[src/rtl/fdiv_pkg.sv]
package fdiv_pkg;

  typedef enum logic [1:0] {
    FDIV_COARSE = 2'd0,
    FDIV_FINE   = 2'd1,
    FDIV_DOUBLE = 2'd2
  } fdiv_mode_e;

  function automatic fdiv_mode_e fdiv_pick_mode(input logic dbl, input logic full);
    if (dbl)       return FDIV_DOUBLE;
    else if (full) return FDIV_FINE;
    else           return FDIV_COARSE;
  endfunction

endpackage

[src/rtl/fdiv_mode_decode.sv]
module fdiv_mode_decode #(
  parameter int DATA_W       = 16,
  parameter int COARSE_SHIFT = 4,
  parameter int FULL_MIN     = 256,
  parameter int COARSE_MIN   = 4,
  parameter int RATIO_W      = DATA_W + 2
) (
  input  logic [DATA_W-1:0]  data_i,
  input  logic               dbl_i,
  input  logic               full_i,
  output logic [RATIO_W-1:0] ratio_o
);
  import fdiv_pkg::*;

  localparam int COARSE_W    = DATA_W - COARSE_SHIFT;
  localparam int FULL_SPAN   = 1 << DATA_W;
  localparam int COARSE_SPAN = 1 << COARSE_W;

  function automatic logic [RATIO_W-1:0] fine_set(input logic [DATA_W-1:0] d);
    logic [RATIO_W-1:0] s;
    s = (d == '0) ? RATIO_W'(FULL_SPAN) : RATIO_W'(d);
    if (s < RATIO_W'(FULL_MIN)) s = RATIO_W'(FULL_MIN);
    return s;
  endfunction

  function automatic logic [RATIO_W-1:0] coarse_set(input logic [COARSE_W-1:0] c);
    logic [RATIO_W-1:0] s;
    s = (c == '0) ? RATIO_W'(COARSE_SPAN) : RATIO_W'(c);
    if (s < RATIO_W'(COARSE_MIN)) s = RATIO_W'(COARSE_MIN);
    return s;
  endfunction

  fdiv_mode_e mode;
  assign mode = fdiv_pick_mode(dbl_i, full_i);

  always_comb begin
    case (mode)
      FDIV_DOUBLE: ratio_o = fine_set(data_i) << 1;
      FDIV_FINE:   ratio_o = fine_set(data_i);
      default:     ratio_o = coarse_set(data_i[DATA_W-1:COARSE_SHIFT]);
    endcase
  end

endmodule

[src/rtl/fdiv_down_counter.sv]
module fdiv_down_counter #(
  parameter int RATIO_W = 18
) (
  input  logic               clk,
  input  logic               rst_n,
  input  logic               inhibit_i,
  input  logic [RATIO_W-1:0] ratio_i,
  output logic               load_o,
  output logic               tc_o,
  output logic               pulse_o
);
  logic [RATIO_W-1:0] cnt_q;
  logic               armed_q;

  assign tc_o   = armed_q && (cnt_q == '0) && !inhibit_i;
  assign load_o = !inhibit_i && (!armed_q || cnt_q == '0);

  always_ff @(posedge clk) begin
    if (!rst_n) begin
      cnt_q   <= '0;
      armed_q <= 1'b0;
      pulse_o <= 1'b0;
    end else if (inhibit_i) begin
      cnt_q   <= '0;
      armed_q <= 1'b0;
      pulse_o <= 1'b0;
    end else if (load_o) begin
      cnt_q   <= ratio_i - RATIO_W'(1);
      armed_q <= 1'b1;
      pulse_o <= armed_q;
    end else begin
      cnt_q   <= cnt_q - RATIO_W'(1);
      pulse_o <= 1'b0;
    end
  end

  // a reload always takes the ratio present at the terminal edge
  a_r7_reload_value: assert property (@(posedge clk) disable iff (!rst_n)
    load_o |=> (cnt_q == $past(ratio_i) - RATIO_W'(1)));

  // no two pulses back to back
  a_r8_single_cycle: assert property (@(posedge clk) disable iff (!rst_n)
    pulse_o |=> !pulse_o);

  // inhibit parks the counter and silences the output
  a_r9_inhibit_quiet: assert property (@(posedge clk) disable iff (!rst_n)
    inhibit_i |=> (!pulse_o && !armed_q));

  // the first pulse after arming needs a full period
  a_r1_no_early_pulse: assert property (@(posedge clk) disable iff (!rst_n)
    (!armed_q && !inhibit_i) |=> !pulse_o);

endmodule

[src/rtl/fdiv_prog_divider.sv]
module fdiv_prog_divider #(
  parameter int DATA_W       = 16,
  parameter int COARSE_SHIFT = 4,
  parameter int FULL_MIN     = 256,
  parameter int COARSE_MIN   = 4
) (
  input  logic              clk,
  input  logic              rst_n,
  input  logic [DATA_W-1:0] div_data,
  input  logic              dbl_mode,
  input  logic              full_res,
  input  logic              inhibit,
  output logic              div_pulse
);
  localparam int RATIO_W     = DATA_W + 2;
  localparam int COARSE_SPAN = 1 << (DATA_W - COARSE_SHIFT);

  logic [RATIO_W-1:0] ratio_w;
  logic               load_w;
  logic               tc_w;

  fdiv_mode_decode #(
    .DATA_W(DATA_W), .COARSE_SHIFT(COARSE_SHIFT),
    .FULL_MIN(FULL_MIN), .COARSE_MIN(COARSE_MIN), .RATIO_W(RATIO_W)
  ) u_decode (
    .data_i (div_data),
    .dbl_i  (dbl_mode),
    .full_i (full_res),
    .ratio_o(ratio_w)
  );

  fdiv_down_counter #(.RATIO_W(RATIO_W)) u_count (
    .clk      (clk),
    .rst_n    (rst_n),
    .inhibit_i(inhibit),
    .ratio_i  (ratio_w),
    .load_o   (load_w),
    .tc_o     (tc_w),
    .pulse_o  (div_pulse)
  );

  // a pulse follows exactly the terminal-count cycle
  a_r8_pulse_after_tc: assert property (@(posedge clk) disable iff (!rst_n)
    tc_w |=> div_pulse);

  // full-range modes never divide below the floor
  a_r6_floor: assert property (@(posedge clk) disable iff (!rst_n)
    (dbl_mode || full_res) |-> (ratio_w >= RATIO_W'(FULL_MIN)));

  // doubling always gives an even ratio
  a_r2_even_ratio: assert property (@(posedge clk) disable iff (!rst_n)
    dbl_mode |-> !ratio_w[0]);

  // coarse ratio stays in its range
  a_r4_coarse_range: assert property (@(posedge clk) disable iff (!rst_n)
    (!dbl_mode && !full_res) |->
      (ratio_w <= RATIO_W'(COARSE_SPAN) && ratio_w >= RATIO_W'(COARSE_MIN)));

  // a terminal count coincides with a reload
  a_r7_tc_reloads: assert property (@(posedge clk) disable iff (!rst_n)
    tc_w |-> load_w);

endmodule

[config.mk]
export PLATFORM = sky130hd
export DESIGN_NAME = fdiv_prog_divider
export DESIGN_NICKNAME = d
export VERILOG_FILES = /design/src/rtl/fdiv_pkg.sv /design/src/rtl/fdiv_mode_decode.sv /design/src/rtl/fdiv_down_counter.sv /design/src/rtl/fdiv_prog_divider.sv
export SDC_FILE = /design/constraint.sdc
export NUM_CORES = 1
export LEC_CHECK = 0
export BUFFER_PORTS_ARGS = -buffer_cell sky130_fd_sc_hd__buf_2
export CELL_PAD_IN_SITES_DETAIL_PLACEMENT = 1
export CELL_PAD_IN_SITES_GLOBAL_PLACEMENT = 2
export CORE_ASPECT_RATIO = 0.5
export CORE_MARGIN = 2
export CORE_UTILIZATION = 30
export CTS_CLUSTER_SIZE = 16
export DETAILED_ROUTE_END_ITERATION = 6
export PLACE_DENSITY = 0.8
export SLEW_MARGIN = 20
export SYNTH_ARGS = -nofsm -noshare
export SYNTH_HDL_FRONTEND = slang
export SYNTH_HIERARCHICAL = 1
export SYNTH_SLANG_ARGS = --single-unit
[constraint.sdc]
create_clock -name clk -period 3.1 [get_ports clk]
set_input_delay 0.62 -clock clk [delete_from_list [all_inputs] [get_ports clk]]
set_output_delay 0.62 -clock clk [all_outputs]
set_load 0.01 [all_outputs]
==> out/results.tsv, run 1 <==
metric	value	unit
Arrival @ worst endpoint	3.16	ns
first drt pass iteration count	4	
antenna violation net count after detailed routing	0	
critical path class	in2reg	
GRT Residual Overflow	0	
static power due to leakage	0.982	nW
CTS tree	built	
largest fanout on the critical path	4	
storage element area	400	sq um
max-capacitance violation count	0	
Worst path slowest cell	sky130_fd_sc_hd__nor4_4	
highest ir drop seen on vdd	0.197	mV
crit path capture type	flip-flop	
required time at the endpoint of the critical path	3.27	ns
clock transition at the register clock pins on the worst setup and hold paths after CTS	0.06	ns
post-layout minimum cycle time	2.99	ns
start point of the critical path	div_data[13]	
Die Width	111	um
worst path bufs/invs	1	
sequential-to-total area share from yosys stat	23.1	%
filler cell count	692	
die area	6430	sq um
kind of launch point of the worst setup path	primary input	
Synth top cells by count	sky130_fd_sc_hd__nor2_1, sky130_fd_sc_hd__nand2_1, sky130_fd_sc_hd__dfxtp_1	
Synth Net Count	245	
fraction of the core area covered by cells at the end of the flow	43.3	%
share of the synthesized area in the top cell type	23.1	%
series of cell instances along the critical path	buf_2, nor4_4, nand2_2, o311ai_2, o21ai_2, mux2i_1, ha_2, nor3b_4, nand4_1, nor3_2, nor3b_2, xnor2_1, a211oi_1	
via total after detailed routing	1918	
vias in the first global route	1933	
PwrDens	469	nW/um^2
number of remaining DRC errors	0	
RSZ-0062 raised after global routing	yes	
synthesized area	1730	sq um
final max-slew violation count	0	
CTS sink count	20	
startpoint of the lowest-slack register-to-register path	u_count/cnt_q[12]$_SDFF_PP0_	
HPWL Detailed	4.56	mm
number of H-tree levels	1	
Longest Clk Path Bufs	2	
fraction of layout instances using a drive strength above 1	33.6	%
count of input and output buffers	21	
Hold-fix buffers, CTS	0	
most repeated cell in the gate-level netlist after synthesis	sky130_fd_sc_hd__nor2_1	
headroom to the max-slew limit	55.4	%
Worst Max-Slew Pin Slew	0.670	ns
Seq cells post-synth	20	
Placer Congestion	0.857	
initial core utilization	31.4	%
detailed-route vias per instance	5.43	
top flip-flop cell by instance count after synthesis	sky130_fd_sc_hd__dfxtp_1	
wire length of the first global-routing pass	9.63	mm
layout overhead on the synthesized area	37.9	%
wire length per cell	16.8	um
number of library cell types mapped by synthesis	56	
EDFF count, synth	0	
kind of cell adding the most delay to the critical path	simple AND/OR/NAND/NOR gates	
number of endpoints with negative hold slack in the final report	0	
end point of the critical path	u_count/cnt_q[16]$_SDFF_PP0_	
worst reg-to-reg path cell count	12	
Synth async-reset ratio	0	%
Final setup viols	0	
largest area contributor in the netlist	sky130_fd_sc_hd__dfxtp_1	
routed wire length	5.93	mm
number of clock buffers inserted by TritonCTS	3	
outcome	complete, no violations	
# nets final	303	
Antenna Diode Count	0	
Levels on crit path	13	
All-Layer GR Usage	18.2	%
clock root cell	sky130_fd_sc_hd__clkbuf_16	
area of the multi-input gates	1360	sq um
count of warnings emitted by yosys	6	
antenna violations before repair	0	
synthesized netlist cell count	223	
worst min-delay path category	reg2reg	
max frequency	0.334	GHz
number of ports placed on the die boundary	22	
max incr delay on CP	0.32	ns
worst reg2reg path endpoint	u_count/cnt_q[16]$_SDFF_PP0_	
R2R setup slack	0.19	ns
1st-iter DRT viols	62	
leading post-synthesis cells by cell area	sky130_fd_sc_hd__dfxtp_1, sky130_fd_sc_hd__nor2_1, sky130_fd_sc_hd__xnor2_1	
accumulated negative setup slack	0	ns
row cnt	19	
total core area	5520	sq um
final critical-path share of the clock period	96.5	%
pin count of the biggest net entering global routing	22	
Worst-Skew Late Latency	0.25	ns
Post-Syn Area per Cell	7.76	sq um
Die Ht	57.7	um
final clock skew	0.00173	ns
-- metal layers --
metal  global-route usage, %  routed length (um)
met5                       0                   0
met3                    1.99                 186
met1                    25.2                2870
met4                    3.00                  79
met2                    31.9                2790
-- power by group --
| group | switching [mW] | leakage, nW | internal, mW |
|---|---|---|---|
| Sequential | 0.0327 | 0.164 | 0.280 |
| Combinational | 0.239 | 0.767 | 0.211 |
| Clock | 0.100 | 0.0511 | 0.256 |
| Total | 0.372 | 0.982 | 0.748 |
-- through the flow --
step / instances / area (sq um) / total power, mW / hold slack [ns] / worst slack [ns]
final: 353 / 2390 / 1.12 / 0.522 / 0.108
after global routing: 353 / 2390 / 1.19 / 0.552 / -0.0457
after CTS: 349 / 2280 / 1.10 / 0.532 / 0.0140
after detailed placement: 345 / 2180 / 0.729 / 0.518 / -0.195
after global placement: 345 / 2180 / 0.718 / 0.492 / -0.0374
after floorplan: 223 / 1750 / 0.580 / 0.469 / 0.0497
-- cells in the final DEF (no fill, tap or decap), types with 2 or more instances in the layout --
master,n
sky130_fd_sc_hd__nand2_1,23
sky130_fd_sc_hd__nor4_2,3
sky130_fd_sc_hd__a31oi_1,2
sky130_fd_sc_hd__and3_1,2
sky130_fd_sc_hd__buf_4,40
sky130_fd_sc_hd__nor3_1,6
sky130_fd_sc_hd__and2_1,3
sky130_fd_sc_hd__nor4_1,2
sky130_fd_sc_hd__nand3_1,8
sky130_fd_sc_hd__a311oi_1,4
sky130_fd_sc_hd__dfxtp_1,20
sky130_fd_sc_hd__o21ai_0,9
sky130_fd_sc_hd__a211oi_1,7
sky130_fd_sc_hd__inv_1,3
sky130_fd_sc_hd__mux2i_1,8
sky130_fd_sc_hd__buf_2,21
sky130_fd_sc_hd__nor4_4,4
sky130_fd_sc_hd__o31ai_1,3
sky130_fd_sc_hd__nor3_2,2
sky130_fd_sc_hd__a21oi_1,8
sky130_fd_sc_hd__nor3b_4,2
sky130_fd_sc_hd__o21ai_2,2
sky130_fd_sc_hd__a22oi_1,5
sky130_fd_sc_hd__nor2_1,30
sky130_fd_sc_hd__nand4_1,4
sky130_fd_sc_hd__nand2b_1,3
sky130_fd_sc_hd__mux2_4,2
sky130_fd_sc_hd__xnor2_1,11
sky130_fd_sc_hd__clkbuf_16,3
sky130_fd_sc_hd__xor2_1,9
-- cells by family (layout without fill, tap and decap cells) --
| group | after synthesis | count (layout) | synth area share [%] |
|---|---|---|---|
| AOI/OAI and AO/OA | 55 | 55 | 22.4 |
| xor gates and xnor gates | 20 | 20 | 10.1 |
| muxes | 10 | 10 | 6.36 |
| and+or+nand+nor | 104 | 104 | 33.5 |
| buffers and inverters | 13 | 70 | 3.76 |
| adders and majority gates | 1 | 1 | 0.723 |
| DFF | 20 | 20 | 23.1 |
-- state kept, by name, indices dropped and copies added, names as in the netlist --
register         count
u_count/pulse_o      1
u_count/armed_q      1
u_count/cnt_q       18
-- how the worst min path moves through the flow --
stage / from / to / slack (ns) / cells after the start
floorplan: u_count/cnt_q[6]$_SDFF_PP0_ / u_count/cnt_q[6]$_SDFF_PP0_ / 0.47 / 2
global placement: u_count/cnt_q[6]$_SDFF_PP0_ / u_count/cnt_q[6]$_SDFF_PP0_ / 0.49 / 2
detailed placement: u_count/cnt_q[6]$_SDFF_PP0_ / u_count/cnt_q[6]$_SDFF_PP0_ / 0.52 / 2
CTS: u_count/cnt_q[6]$_SDFF_PP0_ / u_count/cnt_q[6]$_SDFF_PP0_ / 0.53 / 2
global route: u_count/cnt_q[6]$_SDFF_PP0_ / u_count/cnt_q[6]$_SDFF_PP0_ / 0.55 / 2
finish: u_count/cnt_q[6]$_SDFF_PP0_ / u_count/cnt_q[6]$_SDFF_PP0_ / 0.52 / 2
-- what timing repair did --
| item | CTS | global route |
|---|---|---|
| setup buffers | 0 | 4 |
| setup endpoints to repair | 0 | 5 |
| gates resized for setup | 0 | 13 |
-- tightest hold or removal path, stage by stage, from the launching register on --
cell and delay [ns]:
sky130_fd_sc_hd__dfxtp_1 0.32, sky130_fd_sc_hd__nand2_1 0.07, sky130_fd_sc_hd__a311oi_1 0.09
-- layout make-up --
cell class | instances | share of cell area, %
clock buffers | 3 | 3.15
clock inverters | 1 | 1.26
multi-input cells | 190 | 57.0
inverters | 5 | 0.996
flip-flops and latches | 20 | 16.8
well taps | 73 | 3.83
repair buffers | 61 | 17.0
(Power assumes the default switching activity.)
==> inputs of run 2 (changes only) <==
Settings changed: CORE_MARGIN 2 to 5, CORE_UTILIZATION 30 to 34, PLACE_DENSITY 0.8 to 0.85, SYNTH_HIERARCHICAL 1 to unset.
Clock period 3.1 ns to 2.95 ns, I/O delays scaled along.
==> run 2 against run 1 <==
Against the previous run: clock skew grew 0.0093 ns; via count grew 11%; power grew 1.7%; synthesized cell count grew 8.5%; flip-flop and latch count is the same; count of clock-buffer cells in the layout is the same; first-iteration DRC count grew 45%; design area shrank 2.1%; highest routed layer unchanged.
==> out/results.tsv, run 2 <==
metric	value	unit
outcome	complete, no violations	
Final setup viols	0	
wire length of the first global-routing pass	10.8	mm
number of remaining DRC errors	0	
Post-Syn Area per Cell	7.62	sq um
HPWL Detailed	5.33	mm
via total after detailed routing	2130	
startpoint of the lowest-slack register-to-register path	u_count.cnt_q[3]$_SDFF_PP0_	
hold path depth	2	
top flip-flop cell by instance count after synthesis	sky130_fd_sc_hd__dfxtp_1	
Synth async-reset ratio	0	%
number of ports placed on the die boundary	22	
most frequent standard cell in the layout excluding fill and tap cells	sky130_fd_sc_hd__buf_4	
synthesized netlist cell count	242	
PwrDens	487	nW/um^2
All-Layer GR Usage	19.6	%
kind of cell adding the most delay to the critical path	simple AND/OR/NAND/NOR gates	
hold slack final	0.456	ns
Synth Net Count	264	
post-route standard cell area excluding fillers	2340	sq um
largest fanout on the critical path	9	
Die Width	114	um
1st-iter DRT viols	90	
routed wire length	6.53	mm
number of H-tree levels	1	
antenna violation net count after detailed routing	0	
share of the synthesized area in the top cell type	21.7	%
sequential-to-total area share from yosys stat	21.7	%
fraction of the core area covered by cells at the end of the flow	45.9	%
max-capacitance violation count	0	
total core area	5090	sq um
post-layout minimum cycle time	2.79	ns
Worst path slowest cell	sky130_fd_sc_hd__nor4_4	
largest area contributor in the netlist	sky130_fd_sc_hd__dfxtp_1	
hold-critical path endpoint	u_count.pulse_o$_SDFF_PP0_	
kind of launch point of the worst setup path	flip-flop	
flip-flop count of the largest register after layout	18	
CTS tree	built	
most repeated cell in the gate-level netlist after synthesis	sky130_fd_sc_hd__a21oi_1	
critical path class	reg2reg	
detailed-route vias per instance	5.90	
initial core utilization	36.2	%
Levels on crit path	12	
row cnt	18	
worst reg-to-reg path cell count	12	
worst min-delay path category	reg2reg	
commonest non-fill, non-tap cells in the layout	sky130_fd_sc_hd__buf_4, sky130_fd_sc_hd__a21oi_1, sky130_fd_sc_hd__nand2_1, sky130_fd_sc_hd__buf_2, sky130_fd_sc_hd__dfxtp_1	
synthesized area	1840	sq um
placed cell areas	2260	sq um
number of endpoints with negative hold slack in the final report	0	
clock root cell	sky130_fd_sc_hd__clkbuf_8	
highest ir drop seen on vdd	0.230	mV
Synth top cells by count	sky130_fd_sc_hd__a21oi_1, sky130_fd_sc_hd__nand2_1, sky130_fd_sc_hd__dfxtp_1	
vias in the first global route	2194	
leading post-synthesis cells by cell area	sky130_fd_sc_hd__dfxtp_1, sky130_fd_sc_hd__a21oi_1, sky130_fd_sc_hd__mux2i_1	
first drt pass iteration count	4	
pin count of the biggest net entering global routing	18	
final critical-path share of the clock period	94.6	%
CTS sink count	20	
die area	7080	sq um
count of warnings emitted by yosys	0	
count of input and output buffers	21	
Arrival @ worst endpoint	2.96	ns
largest register by flop count	u_count.cnt_q	
antenna violations before repair	0	
wire length per cell	18.1	um
Seq cells post-synth	20	
number of clock buffers inserted by TritonCTS	3	
Longest Clk Path Bufs	2	
EDFF count, synth	0	
filler cell count	664	
Placer Congestion	0.861	
number of library cell types mapped by synthesis	60	
Hold-fix buffers, CTS	0	
static power due to leakage	0.927	nW
max incr delay on CP	0.44	ns
leading registers by flop count	u_count.cnt_q x18, u_count.armed_q x1, u_count.pulse_o x1	
series of cell instances along the critical path	nor4_4, nand4_2, o21a_1, buf_4, nor2_1, a22oi_1, ha_1, inv_1, a2111oi_4, buf_4, and4_1, o21a_1	
Worst-Skew Late Latency	0.27	ns
RSZ-0062 raised after global routing	no	
final clock skew	0.0111	ns
crit path capture type	flip-flop	
worst reg2reg path endpoint	u_count.cnt_q[12]$_SDFF_PP0_	
# nets final	314	
required time at the endpoint of the critical path	3.12	ns
GRT Residual Overflow	0	
Die Ht	62.1	um
R2R setup slack	0.16	ns
Antenna Diode Count	0	
layout overhead on the synthesized area	26.7	%
fraction of layout instances using a drive strength above 1	26.1	%
start point of the critical path	u_count.cnt_q[3]$_SDFF_PP0_	
max frequency	0.358	GHz
Worst Max-Slew Pin Slew	0.718	ns
final max-slew violation count	0	
headroom to the max-slew limit	52.2	%
startpoint of the lowest-slack hold path	u_count.armed_q$_SDFFE_PP0P_	
worst path bufs/invs	3	
clock transition at the register clock pins on the worst setup and hold paths after CTS	0.08	ns
## run 2: cell type report
cell class	count	area, sq um	area share, %
sequential	20	400	17.1
multi-input combinational	204	1380	59.2
tap	70	87.6	3.75
timing repair buffer	56	368	15.7
inverter	7	26.3	1.12
clock inverter	1	30.0	1.29
clock buffer	3	41.3	1.77
## run 2: layer usage
metal / vias to the layer above / track usage (%) / wire, um
met5: - / 0 / 0
met4: 0 / 3.55 / 50
met3: 5 / 2.61 / 237
met2: 28 / 35.4 / 2980
met1: 1060 / 25.9 / 3260
li1: 1037 / - / -
## run 2: tightest hold or removal path: cells and delay by family (launching register included)
family	cells	cell delay, ns
DFF	1	0.32
and+or+nand+nor	2	0.10
## run 2: repair_timing
action                     4_1_cts  5_1_grt
gates resized for setup          0        1
setup buffers                    0        0
setup endpoints to repair        0        7
## run 2: worst max path at each step
stage                                              end  slack (ns)
after floorplan           u_count.cnt_q[12]$_SDFF_PP0_        0.06
after global placement    u_count.cnt_q[15]$_SDFF_PP0_        0.05
after detailed placement  u_count.cnt_q[12]$_SDFF_PP0_       -0.04
after CTS                 u_count.cnt_q[12]$_SDFF_PP0_        0.08
after global routing       u_count.cnt_q[4]$_SDFF_PP0_        0.07
final                     u_count.cnt_q[12]$_SDFF_PP0_        0.16
## run 2: power breakdown
part	leakage, nW	switching (mW)	internal [mW]
Combinational	0.728	0.312	0.231
Sequential	0.163	0.0212	0.293
Clock	0.0357	0.0995	0.181
## run 2: cell families after synthesis
kind of cell               Yosys count  share of synthesized area, %
and+or+nand+nor                     99                          31.4
AOI/OAI and AO/OA                   87                          33.5
DFF                                 20                          21.7
buffers and inverters               18                          3.73
muxes                               11                          6.11
xor gates and xnor gates             6                          2.85
adders and majority gates            1                         0.679
## run 2: through the flow
stage / std cells / setup slack, ns / setup TNS (ns) / total power [mW]
global placement: 357 / 0.0472 / 0 / 0.824
CTS: 361 / 0.0830 / 0 / 1.13
floorplan: 242 / 0.0627 / 0 / 0.643
finish: 361 / 0.158 / 0 / 1.14
global route: 361 / 0.0695 / 0 / 1.20
detailed placement: 357 / -0.0427 / -0.0808 / 0.848
==> inputs of run 3 (changes only) <==
Settings changed: CORE_ASPECT_RATIO 0.5 to 0.7, PLACE_DENSITY 0.85 to unset, PLACE_DENSITY_LB_ADDON set to 0.12.
==> run 3 against run 2 <==
Against the previous run: via count down 2.1%; flip-flop and latch count unchanged; critical endpoint is now u_count.cnt_q[4]$_SDFF_PP0_; design area up 0.75%; first-iteration DRC count down 39%; sequential share of layout area down 0.13 points; critical path depth down 1; die area down 0.92%; clock skew down 0.0054 ns.
==> out/results.tsv, run 3 (synthesized netlist as in run 2, its figures left out) <==
metric	value	unit
total core area	5260	sq um
commonest non-fill, non-tap cells in the layout	sky130_fd_sc_hd__buf_4, sky130_fd_sc_hd__a21oi_1, sky130_fd_sc_hd__nand2_1, sky130_fd_sc_hd__buf_2, sky130_fd_sc_hd__dfxtp_1	
HPWL Detailed	5.26	mm
leading registers by flop count	u_count.cnt_q x18, u_count.armed_q x1, u_count.pulse_o x1	
PwrDens	482	nW/um^2
number of remaining DRC errors	0	
final worst slack	0.208	ns
accumulated negative setup slack	0	ns
1st-iter DRT viols	55	
post-layout minimum cycle time	2.74	ns
Final setup viols	0	
number of endpoints with negative hold slack in the final report	0	
kind of launch point of the worst setup path	primary input	
worst path bufs/invs	2	
critical path class	in2reg	
largest fanout on the critical path	5	
All-Layer GR Usage	19.3	%
clock transition at the register clock pins on the worst setup and hold paths after CTS	0.08	ns
pin count of the biggest net entering global routing	20	
most frequent standard cell in the layout excluding fill and tap cells	sky130_fd_sc_hd__buf_4	
worst slack at placement	-0.118	ns
Die Width	98	um
final clock skew	0.00569	ns
detailed-route vias per instance	5.73	
power share of the clock group	25.1	%
worst min-delay path category	reg2reg	
CTS sink count	20	
static power due to leakage	0.934	nW
# nets final	315	
CTS tree	built	
RSZ-0062 raised after global routing	no	
first drt pass iteration count	4	
net switching power figure	0.427	mW
max frequency	0.365	GHz
final critical-path share of the clock period	92.9	%
routed wire length	6.59	mm
number of H-tree levels	1	
required time at the endpoint of the critical path	3.12	ns
share of power burned in combinational logic	47.1	%
via total after detailed routing	2085	
Placer Congestion	0.845	
outcome	complete, no violations	
buffers inserted by post-CTS timing repair	0	
largest register by flop count	u_count.cnt_q	
crit path capture type	flip-flop	
die area	7020	sq um
antenna violations before repair	0	
initial core utilization	35.1	%
flip-flop count of the largest register after layout	18	
Worst path slowest cell	sky130_fd_sc_hd__or4_1	
number of ports placed on the die boundary	22	
final max-slew violation count	0	
row cnt	22	
number of clock buffers inserted by TritonCTS	3	
highest ir drop seen on vdd	0.222	mV
fraction of layout instances using a drive strength above 1	27.1	%
fraction of power spent switching nets	37.6	%
wire length of the first global-routing pass	11.0	mm
Worst-Skew Late Latency	0.27	ns
max incr delay on CP	0.63	ns
max-capacitance violation count	0	
sequential power share	27.8	%
vias in the first global route	2087	
GRT Residual Overflow	0	
kind of cell adding the most delay to the critical path	simple AND/OR/NAND/NOR gates	
Antenna Diode Count	0	
Longest Clk Path Bufs	2	
headroom to the max-slew limit	48.8	%
clock root cell	sky130_fd_sc_hd__clkbuf_8	
Worst Max-Slew Pin Slew	0.768	ns
internal power contribution	0.708	mW
count of input and output buffers	21	
Die Ht	71.6	um
Arrival @ worst endpoint	2.92	ns
wire length per cell	18.1	um
antenna violation net count after detailed routing	0	
layout overhead on the synthesized area	27.7	%
series of cell instances along the critical path	buf_2, or4_1, nor2_2, a31oi_1, a22oi_1, ha_1, inv_1, or3_1, xnor2_1, nor2_1, a211oi_1	
-- run 3: area by class of cell --
| class | instances | area [sq um] |
|---|---|---|
| flip-flops and latches | 20 | 400 |
| multi-input cells | 204 | 1390 |
| repair buffers | 57 | 375 |
| well taps | 72 | 90.1 |
| clock inverters | 1 | 30.0 |
| inverters | 7 | 26.3 |
| clock buffers | 3 | 41.3 |
| fillers | 644 | 2900 |
-- run 3: worst reg2reg max path: stages, from the launching register on --
cell,delay [ns]
sky130_fd_sc_hd__dfxtp_1,0.33
sky130_fd_sc_hd__nor4_1,0.32
sky130_fd_sc_hd__buf_4,0.18
sky130_fd_sc_hd__nand4_2,0.11
sky130_fd_sc_hd__o21a_2,0.32
sky130_fd_sc_hd__a22oi_1,0.26
sky130_fd_sc_hd__ha_1,0.18
sky130_fd_sc_hd__inv_1,0.11
sky130_fd_sc_hd__or3_1,0.34
sky130_fd_sc_hd__xnor2_1,0.14
sky130_fd_sc_hd__nor2_1,0.05
sky130_fd_sc_hd__a211oi_1,0.23
-- run 3: repair_timing --
| action | CTS | global route |
|---|---|---|
| resized for setup | 0 | 3 |
| endpoints found under the hold margin | 0 | 0 |
| setup endpoints to repair | 0 | 3 |
| hold buffers | 0 | 0 |
-- run 3: layer usage --
layer	vias to the layer above	part of all wire [%]	global-route usage (%)
met5	-	0	0
met4	0	0.39	1.84
met3	4	3.8	2.92
met2	26	45	31.0
met1	1021	50	28.4
li1	1034	-	-
-- run 3: metrics by stage --
step / area (sq um) / util (%) / hold slack (ns) / total power [mW] / instances
global placement: 2270 / 43.1 / 0.433 / 0.836 / 360
floorplan: 1840 / - / 0.417 / 0.643 / 242
finish: 2350 / 44.8 / 0.463 / 1.14 / 364
detailed placement: 2270 / 43.1 / 0.451 / 0.844 / 360
global route: 2350 / 44.8 / 0.537 / 1.22 / 364
CTS: 2340 / 44.5 / 0.463 / 1.13 / 364
-- run 3: power by group through the flow --
stage	clock, mW	combinational, mW	sequential (mW)
finish	0.285	0.535	0.316
global route	0.304	0.594	0.320
CTS	0.291	0.530	0.313
detailed placement	0	0.525	0.319
global placement	0	0.518	0.318
floorplan	0	0.331	0.312
-- run 3: path summary, 6_finish.rpt --
check / start / to / slack [ns] / cells after the start
hold reg to reg: u_count.armed_q$_SDFFE_PP0P_ / u_count.pulse_o$_SDFF_PP0_ / 0.46 / 2
setup reg to reg: u_count.cnt_q[7]$_SDFF_PP0_ / u_count.cnt_q[4]$_SDFF_PP0_ / 0.29 / 11
setup / recovery: div_data[12] / u_count.cnt_q[4]$_SDFF_PP0_ / 0.21 / 11
hold / removal: u_count.armed_q$_SDFFE_PP0P_ / u_count.pulse_o$_SDFF_PP0_ / 0.46 / 2
